## src/rtl/brg_pkg.sv

```systemverilog
package brg_pkg;
  localparam int IDX_W   = 5;
  localparam int DIV_W   = 10;
  localparam int PRE_W   = 3;
  localparam int PRE_MAX = 5;
  localparam int N_RATES = 24;

  function automatic logic [PRE_W-1:0] pre_ratio(input logic [1:0] code);
    case (code)
      2'd0:    pre_ratio = PRE_W'(3);
      2'd1:    pre_ratio = PRE_W'(4);
      default: pre_ratio = PRE_W'(5);
    endcase
  endfunction

  function automatic logic [DIV_W-1:0] rate_div(input logic [IDX_W-1:0] idx);
    case (idx)
      5'd0:  rate_div = DIV_W'(768);
      5'd1:  rate_div = DIV_W'(512);
      5'd2:  rate_div = DIV_W'(349);
      5'd3:  rate_div = DIV_W'(286);
      5'd4:  rate_div = DIV_W'(256);
      5'd5:  rate_div = DIV_W'(192);
      5'd6:  rate_div = DIV_W'(128);
      5'd7:  rate_div = DIV_W'(96);
      5'd8:  rate_div = DIV_W'(64);
      5'd9:  rate_div = DIV_W'(48);
      5'd10: rate_div = DIV_W'(32);
      5'd11: rate_div = DIV_W'(24);
      5'd12: rate_div = DIV_W'(21);
      5'd13: rate_div = DIV_W'(19);
      5'd14: rate_div = DIV_W'(16);
      5'd15: rate_div = DIV_W'(12);
      5'd16: rate_div = DIV_W'(11);
      5'd17: rate_div = DIV_W'(8);
      5'd18: rate_div = DIV_W'(6);
      5'd19: rate_div = DIV_W'(5);
      5'd20: rate_div = DIV_W'(4);
      5'd21: rate_div = DIV_W'(3);
      5'd22: rate_div = DIV_W'(2);
      5'd23: rate_div = DIV_W'(1);
      default: rate_div = DIV_W'(768);
    endcase
  endfunction
endpackage

```

## src/rtl/brg_cfg_reg.sv

```systemverilog
module brg_cfg_reg
  import brg_pkg::*;
(
  input  logic             clk,
  input  logic             rst,
  input  logic             wr,
  input  logic [7:0]       wdata,
  output logic             armed,
  output logic [1:0]       pre_code,
  output logic [IDX_W-1:0] rate_idx,
  output logic             co_sel
);
  always_ff @(posedge clk) begin
    if (rst) begin
      armed    <= 1'b0;
      pre_code <= 2'd0;
      rate_idx <= '0;
      co_sel   <= 1'b0;
    end else if (wr) begin
      armed    <= 1'b1;
      pre_code <= wdata[1:0];
      rate_idx <= wdata[2 +: IDX_W];
      co_sel   <= wdata[7];
    end
  end
endmodule

```

## src/rtl/brg_prescaler.sv

```systemverilog
module brg_prescaler
  import brg_pkg::*;
(
  input  logic             clk,
  input  logic             rst,
  input  logic             run,
  input  logic [PRE_W-1:0] ratio,
  output logic             pre_tick
);
  logic [PRE_W-1:0] cnt;

  assign pre_tick = run && (cnt == '0);

  always_ff @(posedge clk) begin
    if (rst || !run)   cnt <= '0;
    else if (pre_tick) cnt <= ratio - PRE_W'(1);
    else               cnt <= cnt - PRE_W'(1);
  end


  pre_range_chk: assert property (@(posedge clk) disable iff (rst)
    run |-> (cnt < PRE_W'(PRE_MAX)));
endmodule

```

## src/rtl/brg_divider.sv

```systemverilog
module brg_divider
  import brg_pkg::*;
(
  input  logic             clk,
  input  logic             rst,
  input  logic             run,
  input  logic             pre_tick,
  input  logic [DIV_W-1:0] reload,
  output logic             term
);
  logic [DIV_W-1:0] cnt;

  assign term = pre_tick && (cnt == '0);

  always_ff @(posedge clk) begin
    if (rst || !run)   cnt <= '0;
    else if (term)     cnt <= reload - DIV_W'(1);
    else if (pre_tick) cnt <= cnt - DIV_W'(1);
  end


  div_step_chk: assert property (@(posedge clk) disable iff (rst)
    (run && pre_tick && cnt != '0) |=> (cnt == $past(cnt) - DIV_W'(1)));


  div_hold_chk: assert property (@(posedge clk) disable iff (rst)
    (run && !pre_tick) |=> $stable(cnt));
endmodule

```

## src/rtl/baud_tick_gen.sv

```systemverilog
module baud_tick_gen
  import brg_pkg::*;
(
  input  logic       clk_in,
  input  logic       rst,
  input  logic       bus_wr,
  input  logic [7:0] bus_wdata,
  output logic       baud_x16,
  output logic       clk_out
);
  logic             armed, co_sel, pre_tick, term, take;
  logic [1:0]       pre_code;
  logic [IDX_W-1:0] rate_idx;
  logic [PRE_W-1:0] act_ratio, nxt_ratio;
  logic [DIV_W-1:0] act_div, nxt_div;
  logic             tick_q;

  brg_cfg_reg u_cfg (
    .clk(clk_in), .rst(rst), .wr(bus_wr), .wdata(bus_wdata),
    .armed(armed), .pre_code(pre_code), .rate_idx(rate_idx), .co_sel(co_sel)
  );

  // settings move to the active copy only at a period boundary
  assign take      = !armed || term;
  assign nxt_ratio = take ? pre_ratio(pre_code) : act_ratio;
  assign nxt_div   = take ? rate_div(rate_idx)  : act_div;

  always_ff @(posedge clk_in) begin
    if (rst) begin
      act_ratio <= PRE_W'(3);
      act_div   <= DIV_W'(768);
      tick_q    <= 1'b0;
    end else begin
      act_ratio <= nxt_ratio;
      act_div   <= nxt_div;
      tick_q    <= term;
    end
  end

  brg_prescaler u_pre (
    .clk(clk_in), .rst(rst), .run(armed), .ratio(nxt_ratio), .pre_tick(pre_tick)
  );

  brg_divider u_div (
    .clk(clk_in), .rst(rst), .run(armed), .pre_tick(pre_tick),
    .reload(nxt_div), .term(term)
  );

  assign baud_x16 = tick_q;
  assign clk_out  = co_sel ? tick_q : clk_in;


  idle_quiet_chk: assert property (@(posedge clk_in) disable iff (rst)
    !armed |=> !baud_x16);


  tick_width_chk: assert property (@(posedge clk_in) disable iff (rst)
    baud_x16 |=> !baud_x16);


  act_hold_chk: assert property (@(posedge clk_in) disable iff (rst)
    (armed && !term) |=> ($stable(act_ratio) && $stable(act_div)));
endmodule

```

## config.mk

```make
export PLATFORM = sky130hd
export DESIGN_NAME = baud_tick_gen
export DESIGN_NICKNAME = d
export VERILOG_FILES = /design/src/rtl/brg_pkg.sv /design/src/rtl/brg_cfg_reg.sv /design/src/rtl/brg_prescaler.sv /design/src/rtl/brg_divider.sv /design/src/rtl/baud_tick_gen.sv
export SDC_FILE = /design/constraint.sdc
export NUM_CORES = 1
export LEC_CHECK = 0
export BUFFER_PORTS_ARGS = -buffer_cell sky130_fd_sc_hd__buf_4
export CORE_UTILIZATION = 54
export CTS_CLUSTER_DIAMETER = 30
export DETAILED_ROUTE_END_ITERATION = 10
export PLACE_DENSITY = 0.72
export RECOVER_POWER = 25
export SETUP_SLACK_MARGIN = 0.3
export SYNTH_ARGS = -nofsm -noshare
export SYNTH_HDL_FRONTEND = slang
export SYNTH_SLANG_ARGS = --single-unit
export TNS_END_PERCENT = 100
```

## constraint.sdc

```tcl
create_clock -name clk_in -period 3.55 [get_ports clk_in]
set_input_delay 0.5325 -clock clk_in [delete_from_list [all_inputs] [get_ports clk_in]]
set_output_delay 0.5325 -clock clk_in [all_outputs]
set_load 0.05 [all_outputs]
```

==> results of run 1 <==
path summary, 6_finish.rpt:
path,startpoint,end
worst max-delay path,clk_in,clk_out
worst min-delay path,bus_wdata[1],u_cfg.pre_code[1]
worst max register to register,u_cfg.armed,u_div.cnt[8]
worst min register to register,act_ratio[1],act_ratio[1]
kinds of logic after synthesis:
logic type / Yosys count / share of synthesized area [%]
muxes: 13 / 6.91
adders and majority gates: 7 / 4.48
and+or+nand+nor: 93 / 25.0
xor gates and xnor gates: 1 / 0.448
buffers and inverters: 23 / 4.80
DFF: 36 / 36.9
AOI/OAI and AO/OA: 62 / 21.5
worst register-to-register path: stages, from the launching register on:
cell and delay (ns):
dfxtp_1 0.38, nor4b_2 0.17, buf_4 0.19, and4_1 0.24, a21oi_1 0.21, ha_1 0.21, nand2b_1 0.07, or3_1 0.33
a31o_2 0.25, or4b_1 0.49, a31oi_1 0.16
layout make-up:
class                   instances  area (µm²)  share of cell area (%)
clock buffers                  11        75.1                    3.50
clock inverters                 1        8.76                   0.409
inverters                       9        33.8                    1.58
multi-input cells             176        1140                    53.3
flip-flops and latches         36         721                    33.6
well taps                      46        57.6                    2.69
repair buffers                 14         105                    4.91
per-layer routing:
layer  global-route usage (%)  vias to the layer above  routed length (µm)
li1                         -                      877                   -
met1                     29.4                      830                1970
met2                     37.8                       51                1980
met3                     6.80                       16                 211
met4                     15.1                        0                 136
met5                        0                        -                   0
cell usage after synthesis (4+ instances only):
cell type / n / area (µm²)
a21oi_1: 16 / 80.1
ha_1: 7 / 87.6
o31ai_1: 5 / 37.5
mux2_2: 4 / 45.0
nor3_1: 9 / 45.0
mux2i_1: 9 / 90.1
a211o_1: 4 / 35.0
or2_2: 7 / 43.8
a31oi_1: 6 / 37.5
nand3_1: 6 / 30.0
o21ai_0: 7 / 35.0
nor2_1: 25 / 93.8
inv_1: 8 / 30.0
nand2_1: 19 / 71.3
dfxtp_1: 36 / 721
clkbuf_1: 10 / 37.5
a211oi_1: 4 / 30.0
report_power, final:
part | switching, mW | total, mW | leakage [nW] | internal [mW]
registers | 0.0284 | 0.461 | 0.296 | 0.433
logic | 0.142 | 0.247 | 0.558 | 0.105
clock network | 0.195 | 0.332 | 0.0521 | 0.137
stage by stage:
stage / power (mW) / hold WS [ns] / cells / setup WS [ns] / instance area [µm²]
floorplan: 0.704 / 0.437 / 235 / 0.872 / 1960
finish: 1.04 / 0.295 / 293 / 0.570 / 2140
detailed placement: 0.775 / 0.454 / 282 / 0.819 / 2070
global route: 1.10 / 0.328 / 293 / 0.549 / 2140
CTS: 1.05 / 0.289 / 293 / 0.556 / 2140
global placement: 0.775 / 0.456 / 282 / 0.819 / 2070
==> results.md, run 1 <==
- Clk pin slew, worst setup/hold paths: 0.12 ns
- Layout cells sized above 1: 15.8%
- Port bufs: 12
- Hold Path Class: input port to register
- Initial DRC count: 116
- Reg2reg path depth: 10
- First-pass GRT wire length: 7.27 mm
- Most common cell after layout, fill and taps aside: dfxtp_1
- Largest net degree at the start of global routing: 18
- Final wirelength: 4.29 mm
- CP required: 3.02 ns
- Final Hold Fails: 0
- CP Max Fanout: 2
- Vert. Die Dim: 62.2 µm
- Netlist area before placement: 0.00196 mm²
- Crit end category: output port
- Area delta synth->final: 9.53%
- Post-synth cell types: 50
- GRT Overall Usage: 24.2%
- Vias per cell: 6.05
- Fin util: 62.7%
- Crit path depth: 4
- Critical Path AT: 2.45 ns
- Die Wd: 62.2 µm
- Post-synth EDFFs: 0
- Hpwl dp: 3.08 mm
- Fraction of registers with async set/reset: 0%
- Net Count, Synth: 253
- Worst-Margin Slew: 0.645 ns
- #FFs+latches synth: 36
- CP delay by family, top: buffers and inverters
- # Max-Cap Violations: 0
- DRC: 0
- Critical-path cell list: clkbuf_4, clkbuf_4, mux2_2, buf_4
- Fillers: 312
- Nature of the critical path startpoint: clock port
- TritonCTS clock tree: built
- Setup-failing EPs final: 0
- # rows: 21
- Total number of vias: 1774
- Static Leak: 0.906 nW
- Area of the core: 0.00342 mm²
- Yosys warning count: 0
- Drt wl/cell: 14.7 µm
- Mean Syn Cell Area: 8.32 µm²
- IR drop worst, VDD: 0.299 mV
- Clock skew: 0.0161 ns
- Post-CTS sizing: 0
- Hold Path Stages: 3
- Grt total ovfl: 0
- GPL Wtd Cong: 0.861
- Total Nets Final: 264
- Final Max Tran Viols: 0
- Most used DFF post-synth: dfxtp_1
- Initial antenna violation count: 0
- Reg-to-reg slack, setup: 0.78 ns
- Max incr delay on CP: 0.25 ns
- Post-route ant nets: 0
- Most frequent cells in the layout: dfxtp_1, nor2_1, nand2_1
- First drt pass iteration count: 4
- Pwr per Cell Area: 486 mW/mm²
- Die area: 0.00387 mm²
- I/O Pins: 13
- CP Class: clock port to output port
- CTS Hold Bufs: 0
- Rel. slew slack: 56.6%
- Initial Util: 57.3%
- CP dominant cell by count: clkbuf_4
- Cells after synthesis: 235
- Seq/Total Area, Yosys: 36.9%
- # diodes: 0
- Status: finished clean
- Skew-Pair Late Insertion Delay: 0.47 ns
- Postcts setup bufs: 0
- Vias in the first global route: 1634
- Final setup TNS: 0 ns
- RSZ-0062 raised after global routing: no
- Crit path max-delay cell type: mux2_2
- CP bufs+invs: 3
Note: power is estimated with default switching activity, not from simulation.
==> run 2: changes to the inputs <==
==> constraint.sdc (replaced) <==
create_clock -name clk_in -period 3 [get_ports clk_in]
set_input_delay 0.45 -clock clk_in [delete_from_list [all_inputs] [get_ports clk_in]]
set_output_delay 0.45 -clock clk_in [all_outputs]
set_load 0.05 [all_outputs]
==> run 2 against run 1 <==
- critical path depth stayed put
- die area stayed put
- routed wire length is 1.7% lower
- global-route usage hardly changed
- sequential share of layout area hardly changed
- worst hold slack worse by 0.076 ns
==> results.md, run 2 (synthesis results as in run 1) <==
- Status: finished clean
- Area of the core: 0.00342 mm²
- Drt wl/cell: 14.4 µm
- Setup-failing EPs final: 0
- Crit path max-delay cell type: mux2_2
- RR Endpoint: u_div.cnt[8]
- FF+latch area: 731 µm²
- Final Instance Count excl. Fillers: 293
- Layout cells sized above 1: 20.6%
- Initial Util: 57.3%
- TritonCTS clock tree: built
- I/O Pins: 13
- Final setup TNS: 0 ns
- Vias per cell: 5.99
- WHS: 0.218 ns
- GPL Wtd Cong: 0.923
- Static Leak: 0.912 nW
- Critical-path cell list: clkbuf_4, clkbuf_4, mux2_2, buf_4
- IR drop worst, VDD: 0.396 mV
- Clock skew: 0.00702 ns
- Hpwl dp: 3.04 mm
- Die area: 0.00387 mm²
- Clk pin slew, worst setup/hold paths: 0.11 ns
- Hold Path Class: input port to register
- Die Wd: 62.2 µm
- Max incr delay on CP: 0.25 ns
- Reg2reg path depth: 9
- Initial antenna violation count: 0
- Hold EP: u_cfg.pre_code[1]
- GRT Overall Usage: 24.2%
- # diodes: 0
- Pwr per Cell Area: 578 mW/mm²
- Grt total ovfl: 0
- CP Class: clock port to output port
- First drt pass iteration count: 4
- CTS Hold Bufs: 0
- First-pass GRT wire length: 7.16 mm
- Largest net degree at the start of global routing: 16
- Post-route ant nets: 0
- Hold path startpoint: bus_wdata[1]
- Critical Path AT: 2.17 ns
- Fin util: 63.5%
- Area post-placement: 0.00207 mm²
- Area delta synth->final: 10.9%
- Reg-to-reg slack, setup: 0.45 ns
- # rows: 21
- RSZ-0062 raised after global routing: no
- CP dominant cell by count: clkbuf_4
- Total Nets Final: 264
- Worst-Margin Slew: 0.551 ns
- Most common cell after layout, fill and taps aside: dfxtp_1
- Hold Path Stages: 3
- Total Power: 1.25 mW
- Skew-Pair Late Insertion Delay: 0.46 ns
- Worst r2r src: u_cfg.armed
- Rel. slew slack: 63.0%
- Nature of the critical path startpoint: clock port
- Multi-input gate area: 0.00115 mm²
- CP required: 2.55 ns
- Fillers: 296
- Most frequent cells in the layout: dfxtp_1, nor2_1, nand2_1
- Worst slack, placed: 0.337 ns
- # Max-Cap Violations: 0
- Initial DRC count: 203
- Final wirelength: 4.22 mm
- Final instance area: 0.00217 mm²
- Vert. Die Dim: 62.2 µm
- Placed Cells: 282
- Total number of vias: 1756
- Crit end category: output port
- Vias in the first global route: 1602
- Final Max Tran Viols: 0
- Port bufs: 12
- Worst setup margin: 0.381 ns
- CP Max Fanout: 2
- DRC: 0
- Final Hold Fails: 0
run 2: power by group:
part	switching (mW)	internal (mW)	leakage, nW
combinational	0.171	0.127	0.559
sequential	0.0318	0.513	0.299
clock	0.229	0.183	0.0541
run 2: routing by layer:
metal	routed length (µm)	up-vias	GRT usage, %
met1	1900	805	29.4
met3	236	14	6.99
li1	-	880	-
met5	0	-	0
met2	1950	57	36.1
met4	139	0	18.3
run 2: worst max-delay path, delay by kind of cell:
family,cells,cell delay (ns)
buffers and inverters,3,0.42
multiplexers,1,0.25
run 2: what timing repair did:
action                     CTS  global route
setup buffers                0             0
setup endpoints to repair    0             1
gates resized for setup      0            13
run 2: worst max-delay path by stage:
stage                 start           end  cells past startpoint
2_1_floorplan  u_div.cnt[5]  u_div.cnt[8]                     11
3_3_place_gp   u_div.cnt[5]  u_div.cnt[8]                      9
3_5_place_dp   u_div.cnt[5]  u_div.cnt[8]                      9
4_1_cts        u_div.cnt[5]  u_div.cnt[8]                      9
5_1_grt         u_cfg.armed  u_div.cnt[8]                      9
6_report             clk_in       clk_out                      4
run 2: layout make-up:
| cell class | instances | share of cell area (%) |
|---|---|---|
| tap | 46 | 2.65 |
| multi-input combinational | 176 | 53.0 |
| clock inverter | 1 | 0.346 |
| inverter | 9 | 1.56 |
| timing repair buffer | 14 | 4.84 |
| sequential | 36 | 33.7 |
| clock buffer | 11 | 3.92 |
==> run 3: changes to the inputs <==
--- a/config.mk
+++ b/config.mk
@@ -6,10 +6,10 @@
 export NUM_CORES = 1
 export LEC_CHECK = 0
 export BUFFER_PORTS_ARGS = -buffer_cell sky130_fd_sc_hd__buf_4
-export CORE_UTILIZATION = 54
+export CORE_UTILIZATION = 58
 export CTS_CLUSTER_DIAMETER = 30
 export DETAILED_ROUTE_END_ITERATION = 10
-export PLACE_DENSITY = 0.72
+export PLACE_DENSITY = 0.77
 export RECOVER_POWER = 25
 export SETUP_SLACK_MARGIN = 0.3
 export SYNTH_ARGS = -nofsm -noshare
==> run 3 against run 2 <==
- sequential power is essentially flat
- via count increased by 4.2%
- sequential cell count unchanged
- setup slack worse by 0.0015 ns
- count of clock-buffer cells in the layout did not move
- power barely moved
- utilization up 5.6 points
- highest routed layer unchanged
==> results.md, run 3 (synthesis results as in run 1) <==
- Final Hold Fails: 0
- Port bufs: 12
- # Max-Cap Violations: 0
- I/O Pins: 13
- GRT Overall Usage: 27.8%
- Fin util: 69.1%
- Largest net degree at the start of global routing: 16
- Final wirelength: 4.39 mm
- Crit path max-delay cell type: mux2_2
- Fin crit period: 2.62 ns
- Total number of vias: 1830
- Vert. Die Dim: 60.1 µm
- Hold path startpoint: bus_wdata[1]
- CTS Hold Bufs: 0
- # diodes: 0
- Rel. slew slack: 60.7%
- Skew-Pair Late Insertion Delay: 0.46 ns
- Clk pin slew, worst setup/hold paths: 0.12 ns
- Nature of the critical path startpoint: clock port
- IR drop worst, VDD: 0.423 mV
- Area delta synth->final: 10.5%
- Final Max Tran Viols: 0
- Area of the core: 0.00313 mm²
- First-pass GRT wire length: 7.28 mm
- Fin crit share: 87.4%
- CP required: 2.55 ns
- RR Endpoint: u_div.cnt[8]
- Hold EP: u_cfg.pre_code[1]
- Drt wl/cell: 15.1 µm
- Post-route ant nets: 0
- Final instance area: 0.00216 mm²
- Layout cells sized above 1: 19.4%
- Area post-placement: 0.00206 mm²
- Reg-to-reg slack, setup: 0.41 ns
- Die area: 0.00361 mm²
- Hold Path Stages: 3
- Total Nets Final: 264
- Final Instance Count excl. Fillers: 291
- Critical Path AT: 2.17 ns
- Grt total ovfl: 0
- Worst setup margin: 0.379 ns
- First drt pass iteration count: 5
- Worst r2r src: u_cfg.armed
- Setup-failing EPs final: 0
- Worst-Margin Slew: 0.585 ns
- Clock skew: 0.0152 ns
- Crit end category: output port
- TritonCTS clock tree: built
- CP dominant cell by count: clkbuf_4
- Most common cell after layout, fill and taps aside: dfxtp_1
- Hold Path Class: input port to register
- Initial Util: 62.5%
- Worst slack, placed: 0.370 ns
- Hpwl dp: 3.24 mm
- Critical-path cell list: clkbuf_4, clkbuf_4, mux2_2, buf_4
- RSZ-0062 raised after global routing: no
- Initial DRC count: 161
- Reg2reg path depth: 9
- Status: finished clean
- Final setup TNS: 0 ns
- # rows: 20
- Pwr per Cell Area: 581 mW/mm²
- CP Class: clock port to output port
- Postcts setup bufs: 0
- CP Max Fanout: 2
- GPL Wtd Cong: 0.920
- Die Wd: 60.1 µm
- Vias in the first global route: 1679
- Initial antenna violation count: 0
- Placed Cells: 280
- Most frequent cells in the layout: dfxtp_1, nor2_1, nand2_1
- Vias per cell: 6.29
- Max incr delay on CP: 0.26 ns
- Peak Freq: 0.386 GHz
- Static Leak: 0.912 nW
- DRC: 0
-- run 3: cell counts in the layout (fill, tap and decap cells not counted) --
No cell type changed its count.
-- run 3: worst max-delay path by stage --
stage,slack (ns),from,to,cells past startpoint
6_report,0.38,clk_in,clk_out,4
5_1_grt,0.28,u_cfg.armed,u_div.cnt[8],9
3_5_place_dp,0.37,u_div.cnt[5],u_div.cnt[8],9
4_1_cts,0.34,u_div.cnt[5],u_div.cnt[8],9
2_1_floorplan,0.34,u_div.cnt[5],u_div.cnt[8],11
3_3_place_gp,0.47,u_div.cnt[5],u_div.cnt[8],9
-- run 3: worst max-delay path: cells and delay by family --
family	cells	cell delay, ns
buf+inv	3	0.42
mux	1	0.26
-- run 3: through the flow --
step	hold WS, ns	power (mW)
2_1_floorplan	0.437	0.833
3_3_place_gp	0.447	0.912
3_5_place_dp	0.469	0.921
4_1_cts	0.221	1.26
5_1_grt	0.211	1.32
6_report	0.229	1.26
-- run 3: final cells by class --
type                            count  area, µm²
Clock buffer                       11       85.1
Sequential cell                    36        729
Fill cell                         251        967
Inverter                            9       33.8
Tap cell                           44       55.1
Timing Repair Buffer               14        105
Multi-Input combinational cell    176       1140
Clock inverter                      1       7.51
-- run 3: power breakdown --
part	switching (mW)	internal, mW
Clock	0.228	0.183
Combinational	0.175	0.125
Sequential	0.0325	0.513
Total	0.436	0.820
-- run 3: what timing repair did --
item,CTS,global route
endpoints found under the hold margin,0,0
endpoints found under the setup margin,0,1
resized for setup,0,9
-- run 3: routing by layer --
layer / GRT usage, % / routed length (µm)
met4: 18.3 / 146
met3: 8.23 / 278
met1: 32.4 / 1860
met5: 0 / 0
met2: 44.0 / 2110
